===== src/rtl/seq_fsm5.sv =====
module seq_fsm5 (
  input  logic       clk,
  input  logic       rst,
  input  logic       x_in,
  output logic       mealy_out,
  output logic       moore_out,
  output logic [2:0] mealy_state,
  output logic [2:0] moore_state
);

  localparam logic [2:0] S_A = 3'd0, S_B = 3'd1, S_C = 3'd2, S_D = 3'd3, S_E = 3'd4;
  localparam logic [2:0] M_A0 = 3'd0, M_B0 = 3'd1, M_C1 = 3'd2, M_D0 = 3'd3, M_D1 = 3'd4, M_E0 = 3'd5;

  function automatic logic [2:0] succ(input logic [2:0] s, input logic x);
    case (s)
      S_A:     succ = x ? S_E : S_B;
      S_B:     succ = x ? S_D : S_E;
      S_C:     succ = x ? S_A : S_D;
      S_D:     succ = x ? S_E : S_C;
      S_E:     succ = x ? S_D : S_B;
      default: succ = S_A;
    endcase
  endfunction

  function automatic logic emit(input logic [2:0] s, input logic x);
    emit = !x && (s == S_C || s == S_D);
  endfunction

  function automatic logic [2:0] base_of(input logic [2:0] m);
    case (m)
      M_A0:       base_of = S_A;
      M_B0:       base_of = S_B;
      M_C1:       base_of = S_C;
      M_D0, M_D1: base_of = S_D;
      M_E0:       base_of = S_E;
      default:    base_of = 3'd7;
    endcase
  endfunction

  function automatic logic [2:0] moore_code(input logic [2:0] s, input logic o);
    case (s)
      S_B:     moore_code = M_B0;
      S_C:     moore_code = M_C1;
      S_D:     moore_code = o ? M_D1 : M_D0;
      S_E:     moore_code = M_E0;
      default: moore_code = M_A0;
    endcase
  endfunction

  logic [2:0] ml_q, mo_q, mo_base;

  assign mo_base     = base_of(mo_q);
  assign mealy_out   = emit(ml_q, x_in);
  assign moore_out   = (mo_q == M_C1) || (mo_q == M_D1);
  assign mealy_state = ml_q;
  assign moore_state = mo_q;

  always_ff @(posedge clk) begin
    if (rst) begin
      ml_q <= S_A;
      mo_q <= M_A0;
    end else begin
      ml_q <= succ(ml_q, x_in);
      mo_q <= moore_code(succ(mo_base, x_in), emit(mo_base, x_in));
    end
  end

  assert_reset_state_R1: assert property (@(posedge clk)
    rst |=> (ml_q == S_A && mo_q == M_A0 && !moore_out));

  assert_c_zero_to_d_R2: assert property (@(posedge clk) disable iff (rst)
    (ml_q == S_C && !x_in) |=> ml_q == S_D);

  assert_mealy_out_state_R3: assert property (@(posedge clk) disable iff (rst)
    mealy_out |-> (!x_in && (ml_q == S_C || ml_q == S_D)));

  assert_one_cycle_lag_R6: assert property (@(posedge clk) disable iff (rst)
    1'b1 |=> moore_out == $past(mealy_out));

  assert_valid_codes_R7: assert property (@(posedge clk) disable iff (rst)
    1'b1 |=> (ml_q <= S_E && mo_q <= M_E0));

  assert_d_split_R8: assert property (@(posedge clk) disable iff (rst)
    (ml_q == S_D) |-> (mo_q == M_D0 || mo_q == M_D1));

  assert_moore_tracks_R4: assert property (@(posedge clk) disable iff (rst)
    1'b1 |=> mo_base == ml_q);

endmodule


===== config.mk =====
export PLATFORM = sky130hd
export DESIGN_NAME = seq_fsm5
export DESIGN_NICKNAME = d
export VERILOG_FILES = /design/src/rtl/seq_fsm5.sv
export SDC_FILE = /design/constraint.sdc
export NUM_CORES = 1
export LEC_CHECK = 0
export BUFFER_PORTS_ARGS = -buffer_cell sky130_fd_sc_hd__buf_2
export CAP_MARGIN = 20
export CELL_PAD_IN_SITES_DETAIL_PLACEMENT = 0
export CELL_PAD_IN_SITES_GLOBAL_PLACEMENT = 1
export CORE_AREA = 2 2 39 41
export CTS_CLUSTER_DIAMETER = 200
export CTS_CLUSTER_SIZE = 8
export DETAILED_ROUTE_END_ITERATION = 7
export DIE_AREA = 0 0 41 43
export PLACE_DENSITY = 0.62
export SYNTH_ARGS = -nofsm -noshare
export SYNTH_HDL_FRONTEND = slang
export SYNTH_SLANG_ARGS = --single-unit

===== constraint.sdc =====
create_clock -name clk -period 0.91 [get_ports clk]
set_input_delay 0.091 -clock clk [delete_from_list [all_inputs] [get_ports clk]]
set_output_delay 0.091 -clock clk [all_outputs]
set_load 0.02 [all_outputs]

==> metrics.txt, run 1 <==
# rows=14; Critical R2R Launch=moore_state[1]; Clock Path Buffers=2; Final Skew=between 0.7 and 0.8 ps; Fin. Hold Viols=0; DIE WIDTH=41 um; Netlist Area Pre-Place=~320 sq um; f_max=about 900 MHz; Total GRT Usage=0.1136; Worst Hold Launch=rst; placer congestion estimate=~0.72; multi-input logic area=254.0 sq um; FF+latch area=between 100 and 150 sq um; port bufs=10; via count=about 360; Starting Density=0.2333; WHS Endpoint=moore_state[2]; asr flop ratio synth=0; Final WS setup=-209.6 ps; maxcap violations=0; drt initial violations=0; hold path depth=2; routed vias/inst=4.570; fillers=about 130; Crit Path Max Fanout=2; CTS clock-pin slew for the worst setup and hold paths=approximately 50 ps; CORE AREA=between 0.001 and 0.0015 sq mm; H-tree depth=1; Skew-Pair Late Insertion Delay=around 250 ps; Worst Tran Pin Value=232.9 ps; Commonest cells post-synth=dfxtp_1 (6), nor2_1 (4), inv_1 (3), o21ai_0 (3); largest net degree at the start of global routing=8; global route total overflow=0; final worst path period share=1.230; WP data required=approximately 820 ps; R2R Setup Slk=-170 ps; total die area=about 0.0018 sq mm; Primary FF master, synth=dfxtp_1; count leader, synth=dfxtp_1; synth top area cells=dfxtp_1 (37%), xnor2_1 (5.4%), xor2_1 (5.4%); Avg Cell Area, Syn=8.495 sq um; cts bufs inserted=3; die height=between 40 and 50 um; initial antenna violation count=0; DP Wirelength=about 530 um; R2R depth=4; number of synthesized register bits=6; final max-slew violation count=0; vias in the first global route=353; overall power=0.001351 W; RSZ-0062 raised after global routing=yes; Distinct cells, synth=20; sequential share of the synthesized area=0.3721; Routed WL=about 880 um; root buf cell=clkbuf_4; Detailed Routing Iterations Pass 1=1; I/O Pins=11; Synth Instances=38; syn nets=41; Yosys top cell area share=0.3721; startpoint types=flop; Post-synth EDFFs=0; first-pass GRT wire length=between 1 and 1.5 mm; Crit Path Category=reg2out; power per cell area=2007 mW/mm^2; Sink Count=6; Slew headroom=0.8447; DRT antenna net count=0; DR DRC count=0; Antenna diodes=0; reg2reg end=moore_state[2]; Final setup violation count=9; Crit. Startpoint=moore_state[2]; leakage=about 0.29 nW; synth warn=0; Layout area overhead=108.5%; post-DR wirelength/cell=11.09 um; area leader, netlist=dfxtp_1; Max VDD drop=949.6 uV; Final Critical Period=roughly 1100 ps; failing checks=setup timing; CP Capture Type=output pin; CP arrival=~1000 ps; Hold Crit Class=in2reg; Final #Nets=67; Final Core Density=0.4864; status=finished, violations left; share of layout cells above drive strength 1=0.6984; CTS tree=done; pre-CTS setup slack=-28.34 ps
[per-stage QoR]
step	instance area [sq um]	TNS (ps)	std cells	hold slack, ps
finish	673.1	-945.5	79	132.8
floorplan	350.3	-279.5	38	152.7
global placement	461.7	-35.88	68	358.7
detailed placement	461.7	-44.43	68	359.4
global route	673.1	-1298	79	141.4
CTS	624.3	-939.6	79	114.1
[placed cells by master, fill, tap and decap left out, types with 2 or more instances in the layout]
cell type and n:
buf_4 6, nor2_1 3, buf_6 13, clkbuf_4 3, buf_2 3, inv_1 2
dfxtp_4 3, o21ai_1 3, dfxtp_2 3
[final cells by class]
cell class	instances	share of cell area
clock buffer	4	0.03903
inverter	3	0.01673
multi-input combinational	27	0.3773
sequential	6	0.2007
tap	16	0.02974
timing repair buffer	23	0.3364
[logic make-up (layout without fill, tap and decap cells)]
kind of cell,count (synthesis),count (layout),share of synthesized area
flip-flops,6,6,0.3721
multiplexers,1,1,0.03101
AO/OA/AOI/OAI,9,9,0.2015
buffers and inverters,5,30,0.06589
AND/OR/NAND/NOR,13,13,0.2209
XOR/XNOR,4,4,0.1085
[power by group]
part	internal (W)	leakage, nW	total [W]	switching (W)
combinational	0.000356	0.224	0.000656	0.000300
clock	0.000167	0.0150	0.000273	0.000107
sequential	0.000339	0.0525	0.000422	0.0000832
total	0.000861	0.292	0.00135	0.000490
[flip-flops by register name (all words and copies together), names as in the netlist]
signal       cells
moore_state      3
mealy_state      3
[what timing repair did]
action                                  in CTS  in global routing
buffers inserted                             7                  0
hold buffers                                 0                  0
pin swaps                                    6                  4
gates resized for setup                     22                 14
endpoints found under the setup margin       9                 12
[routing by layer]
| metal | up-vias | GRT usage | part of all wire |
|---|---|---|---|
| li1 | 181 | - | - |
| met3 | 2 | 0.06283 | 0.048 |
| met1 | 170 | 0.1290 | 0.42 |
| met2 | 8 | 0.1719 | 0.51 |
| met4 | 0 | 0.04000 | 0.016 |
| met5 | - | 0 | 0 |
[worst max path at each step]
stage                           to  slack [ps]  cells after the start
floorplan           moore_state[2]        -140                      4
global placement    moore_state[2]         -20                      3
detailed placement  moore_state[2]         -30                      3
CTS                      moore_out        -220                      4
global route             moore_out        -270                      4
finish                   moore_out        -210                      4
[critical path: stages (launching register included)]
cell and delay [ps]:
dfxtp_2 330, buf_6 110, xnor2_2 120, nor2_1 90
buf_4 140
Power figures use the tool's default switching activity.
==> inputs of run 2 (changes only) <==
Settings changed: CAP_MARGIN 20 to 10, PLACE_DENSITY 0.62 to 0.58.
==> run 2 against run 1 <==
Effect of this change: die area is the same; the run still ends with setup timing left; largest cell class unchanged; sequential share of layout area grew 1.9 points; critical path depth is the same; core utilization shrank 2.6 points; combinational power shrank 5.2%; wire length grew 0.46%; final area shrank 5.4%; largest power group unchanged; clock power shrank 3%; critical endpoint unchanged; non-clock buffer count shrank 3.
==> metrics.txt, run 2 (synthesis results as in run 1) <==
DR DRC count=0 (unchanged); placer congestion estimate=0.6862 (was 0.7186); Skew-Pair Late Insertion Delay=240 ps (was 250 ps); largest net degree at the start of global routing=8 (unchanged); global route total overflow=0 (unchanged); Slew headroom=0.8522 (was 0.8447); final max-slew violation count=0 (unchanged); H-tree depth=1 (unchanged); CTS clock-pin slew for the worst setup and hold paths=50 ps (about the same); drt initial violations=2 (was 0); Crit Path Max Fanout=2 (unchanged); Final #Nets=64 (was 67); cts bufs inserted=3 (unchanged); share of layout cells above drive strength 1=0.6500 (was 0.6984); Non-Filler Instances=76 (was 79); Final Skew=2.332 ps (was 0.7686 ps); Final WS setup=-209.5 ps (was -209.6 ps); CP Capture Type=output pin (unchanged); R2R depth=4 (unchanged); DIE WIDTH=41 um (unchanged); Starting Density=0.2333 (unchanged); Fin. Hold Viols=0 (unchanged); fillers=128 (was 133); DP Wirelength=538.2 um (was 526.5 um); Worst Tran Pin Value=221.7 ps (was 232.9 ps); maxcap violations=0 (unchanged); Detailed Routing Iterations Pass 1=4 (was 1); R2R Setup Slk=-170 ps (about the same); hold_buf cts=0 (unchanged); met2 Resource Use GR=0.1344 (was 0.1719); vias in the first global route=296 (was 353); hold path depth=2 (unchanged); Total GRT Usage=0.1197 (was 0.1136); leakage=0.2725 nW (was 0.2915 nW); DP Area=454.2 sq um (was 461.7 sq um); post-DR wirelength/cell=11.58 um (was 11.09 um); Critical R2R Launch=moore_state[1] (unchanged); power per cell area=2066 mW/mm^2 (was 2007 mW/mm^2); WHS Endpoint=moore_state[2] (unchanged); I/O Pins=11 (unchanged); Clock Path Buffers=2 (unchanged); total die area=0.001763 sq mm (unchanged); most common cell after layout, fill and taps aside=buf_6 (unchanged); multi-input logic area=250.2 sq um (was 254.0 sq um); Crit. Startpoint=moore_state[1] (was moore_state[2]); M3 GR Usage=0.07853 (was 0.06283); Routed WL=880 um (was 876 um); CP arrival=1030 ps (about the same); initial antenna violation count=0 (unchanged); via count=355 (was 361); CORE AREA=0.001384 sq mm (unchanged); Final Critical Period=1120 ps (about the same); Crit Path Category=reg2out (unchanged); Antenna diodes=0 (unchanged); WP data required=820 ps (about the same); final setup TNS=-688.2 ps (was -945.5 ps); Worst Hold Launch=rst (unchanged); Final setup violation count=7 (was 9); Final Core Density=0.4602 (was 0.4864); startpoint types=flop (unchanged); die height=43 um (unchanged); f_max=893.2 MHz (about the same); RSZ-0062 raised after global routing=yes (unchanged); failing checks=setup timing (unchanged); Inst Count DP=67 (was 68); routed vias/inst=4.671 (was 4.570); commonest non-fill, non-tap cells in the layout=buf_6 (9), buf_4 (7), dfxtp_4 (5) (was buf_6 (13), buf_4 (6)); Max VDD drop=1120 uV (was 949.6 uV); # rows=14 (unchanged); root buf cell=clkbuf_4 (unchanged); port bufs=10 (unchanged); fin area=636.9 sq um (was 673.1 sq um); status=finished, violations left (unchanged); busiest grt layer=met1 (was met2); Hold Crit Class=in2reg (unchanged); final worst path period share=1.230 (about the same); Layout area overhead=97.29% (was 108.5%); overall power=0.001316 W (was 0.001351 W); CTS tree=done (unchanged); FF+latch area=140.1 sq um (was 135.1 sq um); DRT antenna net count=0 (unchanged); met1 Usage GRT=0.1780 (was 0.1290); Sink Count=6 (unchanged); first-pass GRT wire length=1.380 mm (was 1.345 mm); reg2reg end=moore_state[2] (unchanged)
-- run 2: stage by stage --
step / hold WS, ps / worst slack (ps)
3_5_place_dp: 368.9 / -32.55
6_report: 149.1 / -209.5
5_1_grt: 148.3 / -274.2
4_1_cts: 121.5 / -234.8
2_1_floorplan: 152.7 / -139.5
3_3_place_gp: 363.3 / -19.29
-- run 2: layout make-up --
type	count	share of cell area
inverter	3	0.01768
tap	16	0.03143
timing repair buffer	20	0.2967
sequential	6	0.2200
multi-input combinational	27	0.3929
clock buffer	4	0.04126
-- run 2: power by group --
group	internal, W	switching (W)
clock network	0.000166	0.0000992
logic	0.000330	0.000292
registers	0.000340	0.0000880
-- run 2: critical path, stage by stage, from the launching register on --
cell	delay [ps]
dfxtp_4	340
buf_6	110
xnor2_2	110
nor2_1	80
buf_4	140
-- run 2: worst max-delay path by stage --
stage                                end  slack (ps)  cells after the start
final                          moore_out        -210                      4
after global routing           moore_out        -270                      4
after CTS                      moore_out        -230                      4
after detailed placement  moore_state[2]         -30                      3
after global placement    moore_state[2]         -20                      3
after floorplan           moore_state[2]        -140                      4
-- run 2: repair_timing --
item                                    in CTS  in global routing
endpoints found under the setup margin       7                 13
gates resized for setup                     17                 14
pin swaps                                    8                  6
cloned                                       0                  0
buffers inserted                             5                  0
-- run 2: layer usage --
metal / vias up / wire length [um] / share of wire
met1: 172 / 392 / 0.45
met2: 7 / 447 / 0.51
met4: 0 / 0 / 0
met5: - / 0 / 0
li1: 176 / - / -
met3: 0 / 40 / 0.045
==> inputs of run 3 (changes only) <==
Settings changed: REMOVE_ABC_BUFFERS from default to 1.
==> run 3 against run 2 <==
Effect of this change: sequential share of layout area fell by 1.0 points; sequential cell count did not move; count of clock-buffer cells in the layout fell by 1; worst setup slack got worse by 15 ps; the run still ends with setup timing left; die area did not move; via count rose by 0.85%.
==> metrics.txt, run 3 (synthesis results as in run 1) <==
port bufs=10 (unchanged); CTS clock-pin slew for the worst setup and hold paths=50 ps (about the same); Clock Path Buffers=2 (unchanged); Slew headroom=0.8489 (was 0.8522); Layout area overhead=103.1% (was 97.29%); cts bufs inserted=3 (unchanged); Final Critical Period=1134 ps (was 1120 ps); share of layout cells above drive strength 1=0.6667 (was 0.6500); # rows=14 (unchanged); startpoint types=flop (unchanged); Final Skew=1.653 ps (was 2.332 ps); root buf cell=clkbuf_4 (unchanged); routed vias/inst=4.532 (was 4.671); DP Wirelength=540.1 um (was 538.2 um); WP data required=820 ps (about the same); total die area=0.001763 sq mm (unchanged); fillers=138 (was 128); DRT antenna net count=0 (unchanged); H-tree depth=1 (unchanged); Fin. Hold Viols=0 (unchanged); Final setup violation count=11 (was 7); Detailed Routing Iterations Pass 1=1 (was 4); post-DR wirelength/cell=10.97 um (was 11.58 um); overall power=0.001387 W (was 0.001316 W); CP arrival=1040 ps (was 1030 ps); leakage=0.2905 nW (was 0.2725 nW); final max-slew violation count=0 (unchanged); most common cell after layout, fill and taps aside=buf_6 (unchanged); via count=358 (was 355); Max VDD drop=851.4 uV (was 1120 uV); power per cell area=2116 mW/mm^2 (was 2066 mW/mm^2); WHS=128.2 ps (was 149.1 ps); initial antenna violation count=0 (unchanged); Worst Tran Pin Value=226.7 ps (was 221.7 ps); Crit Path Category=reg2out (unchanged); DP Area=450.4 sq um (was 454.2 sq um); hold_buf cts=0 (unchanged); Hold Crit Class=in2reg (unchanged); Crit Path Max Fanout=2 (unchanged); first-pass GRT wire length=1.366 mm (was 1.380 mm); Routed WL=867 um (was 880 um); I/O Pins=11 (unchanged); DR DRC count=0 (unchanged); CP Capture Type=output pin (unchanged); commonest non-fill, non-tap cells in the layout=buf_6 (14), buf_4 (7), dfxtp_4 (4) (was buf_6 (9), buf_4 (7), dfxtp_4 (5)); CTS tree=done (unchanged); failing checks=setup timing (unchanged); f_max=881.6 MHz (was 893.2 MHz); DIE WIDTH=41 um (unchanged); final worst path period share=1.246 (was 1.230); status=finished, violations left (unchanged); drt initial violations=0 (was 2); Final WS setup=-224.3 ps (was -209.5 ps); die height=43 um (unchanged); Skew-Pair Late Insertion Delay=240 ps (about the same); Non-Filler Instances=79 (was 76); Total GRT Usage=0.1198 (was 0.1197); vias in the first global route=338 (was 296); Final #Nets=68 (was 64); CORE AREA=0.001384 sq mm (unchanged); Antenna diodes=0 (unchanged); maxcap violations=0 (unchanged); Starting Density=0.2333 (unchanged); RSZ-0062 raised after global routing=yes (unchanged); fin area=655.6 sq um (was 636.9 sq um); Inst Count DP=71 (was 67); Sink Count=6 (unchanged); placer congestion estimate=0.6721 (was 0.6862); global route total overflow=0 (unchanged); largest net degree at the start of global routing=8 (unchanged); pre-CTS setup slack=-90.50 ps (was -32.55 ps)
## run 3: cell types whose count changed in the layout (fill, tap and decap cells not counted)
| cell | before | now |
|---|---|---|
| nor4_4 | 1 | 0 |
| nand2_1 | 1 | 2 |
| nor4_2 | 0 | 1 |
| dfxtp_4 | 5 | 4 |
| buf_12 | 1 | 0 |
| buf_6 | 9 | 14 |
| dfxtp_2 | 1 | 2 |
| o21ai_0 | 1 | 2 |
| o21ai_1 | 2 | 1 |
| clkbuf_1 | 1 | 0 |
| nand2_2 | 1 | 0 |
## run 3: repair_timing
action,in CTS,in global routing
setup buffers,5,1
setup endpoints to repair,13,14
resized for setup,36,5
pin swaps,5,2
## run 3: power by group
part	total [W]	switching (W)	internal, W
combinational	0.000728	0.000300	0.000428
sequential	0.000415	0.0000772	0.000338
clock	0.000245	0.0000956	0.000149
total	0.00139	0.000473	0.000915
## run 3: critical path, cell delays in order, from the launching register on
cell and delay [ps]:
dfxtp_4 340, buf_6 110, xnor2_2 110, nor2_1 90, buf_4 140
## run 3: final timing paths
path | from | slack (ps) | cells past startpoint | to
hold / removal | rst | 130 | 2 | mealy_state[2]
setup / recovery | moore_state[1] | -220 | 4 | moore_out
hold reg to reg | mealy_state[2] | 570 | 2 | mealy_state[2]
setup reg to reg | moore_state[1] | -190 | 4 | moore_state[2]
## run 3: metrics by stage
step                        util  setup TNS [ps]
after global placement    0.3255          -409.3
after global routing      0.4738           -1379
after floorplan                -           -1519
after detailed placement  0.3255          -409.8
final                     0.4738          -924.5
after CTS                 0.4530          -959.7
## run 3: area by class of cell
class                   instances  area [sq um]  area share
clock buffers                   3         22.52     0.03435
inverters                       3         11.26     0.01718
multi-input cells              27         239.0      0.3645
flip-flops and latches          6         137.6      0.2099
well taps                      16         20.02     0.03053
repair buffers                 24         225.2      0.3435
## run 3: routing by layer
layer,global-route usage,part of all wire,vias up,wire [um]
met5,0,0,-,0
met3,0.01571,0.047,0,41
met2,0.1719,0.51,10,442
met1,0.1396,0.44,165,383
met4,0.1200,0,0,0
li1,-,-,183,-
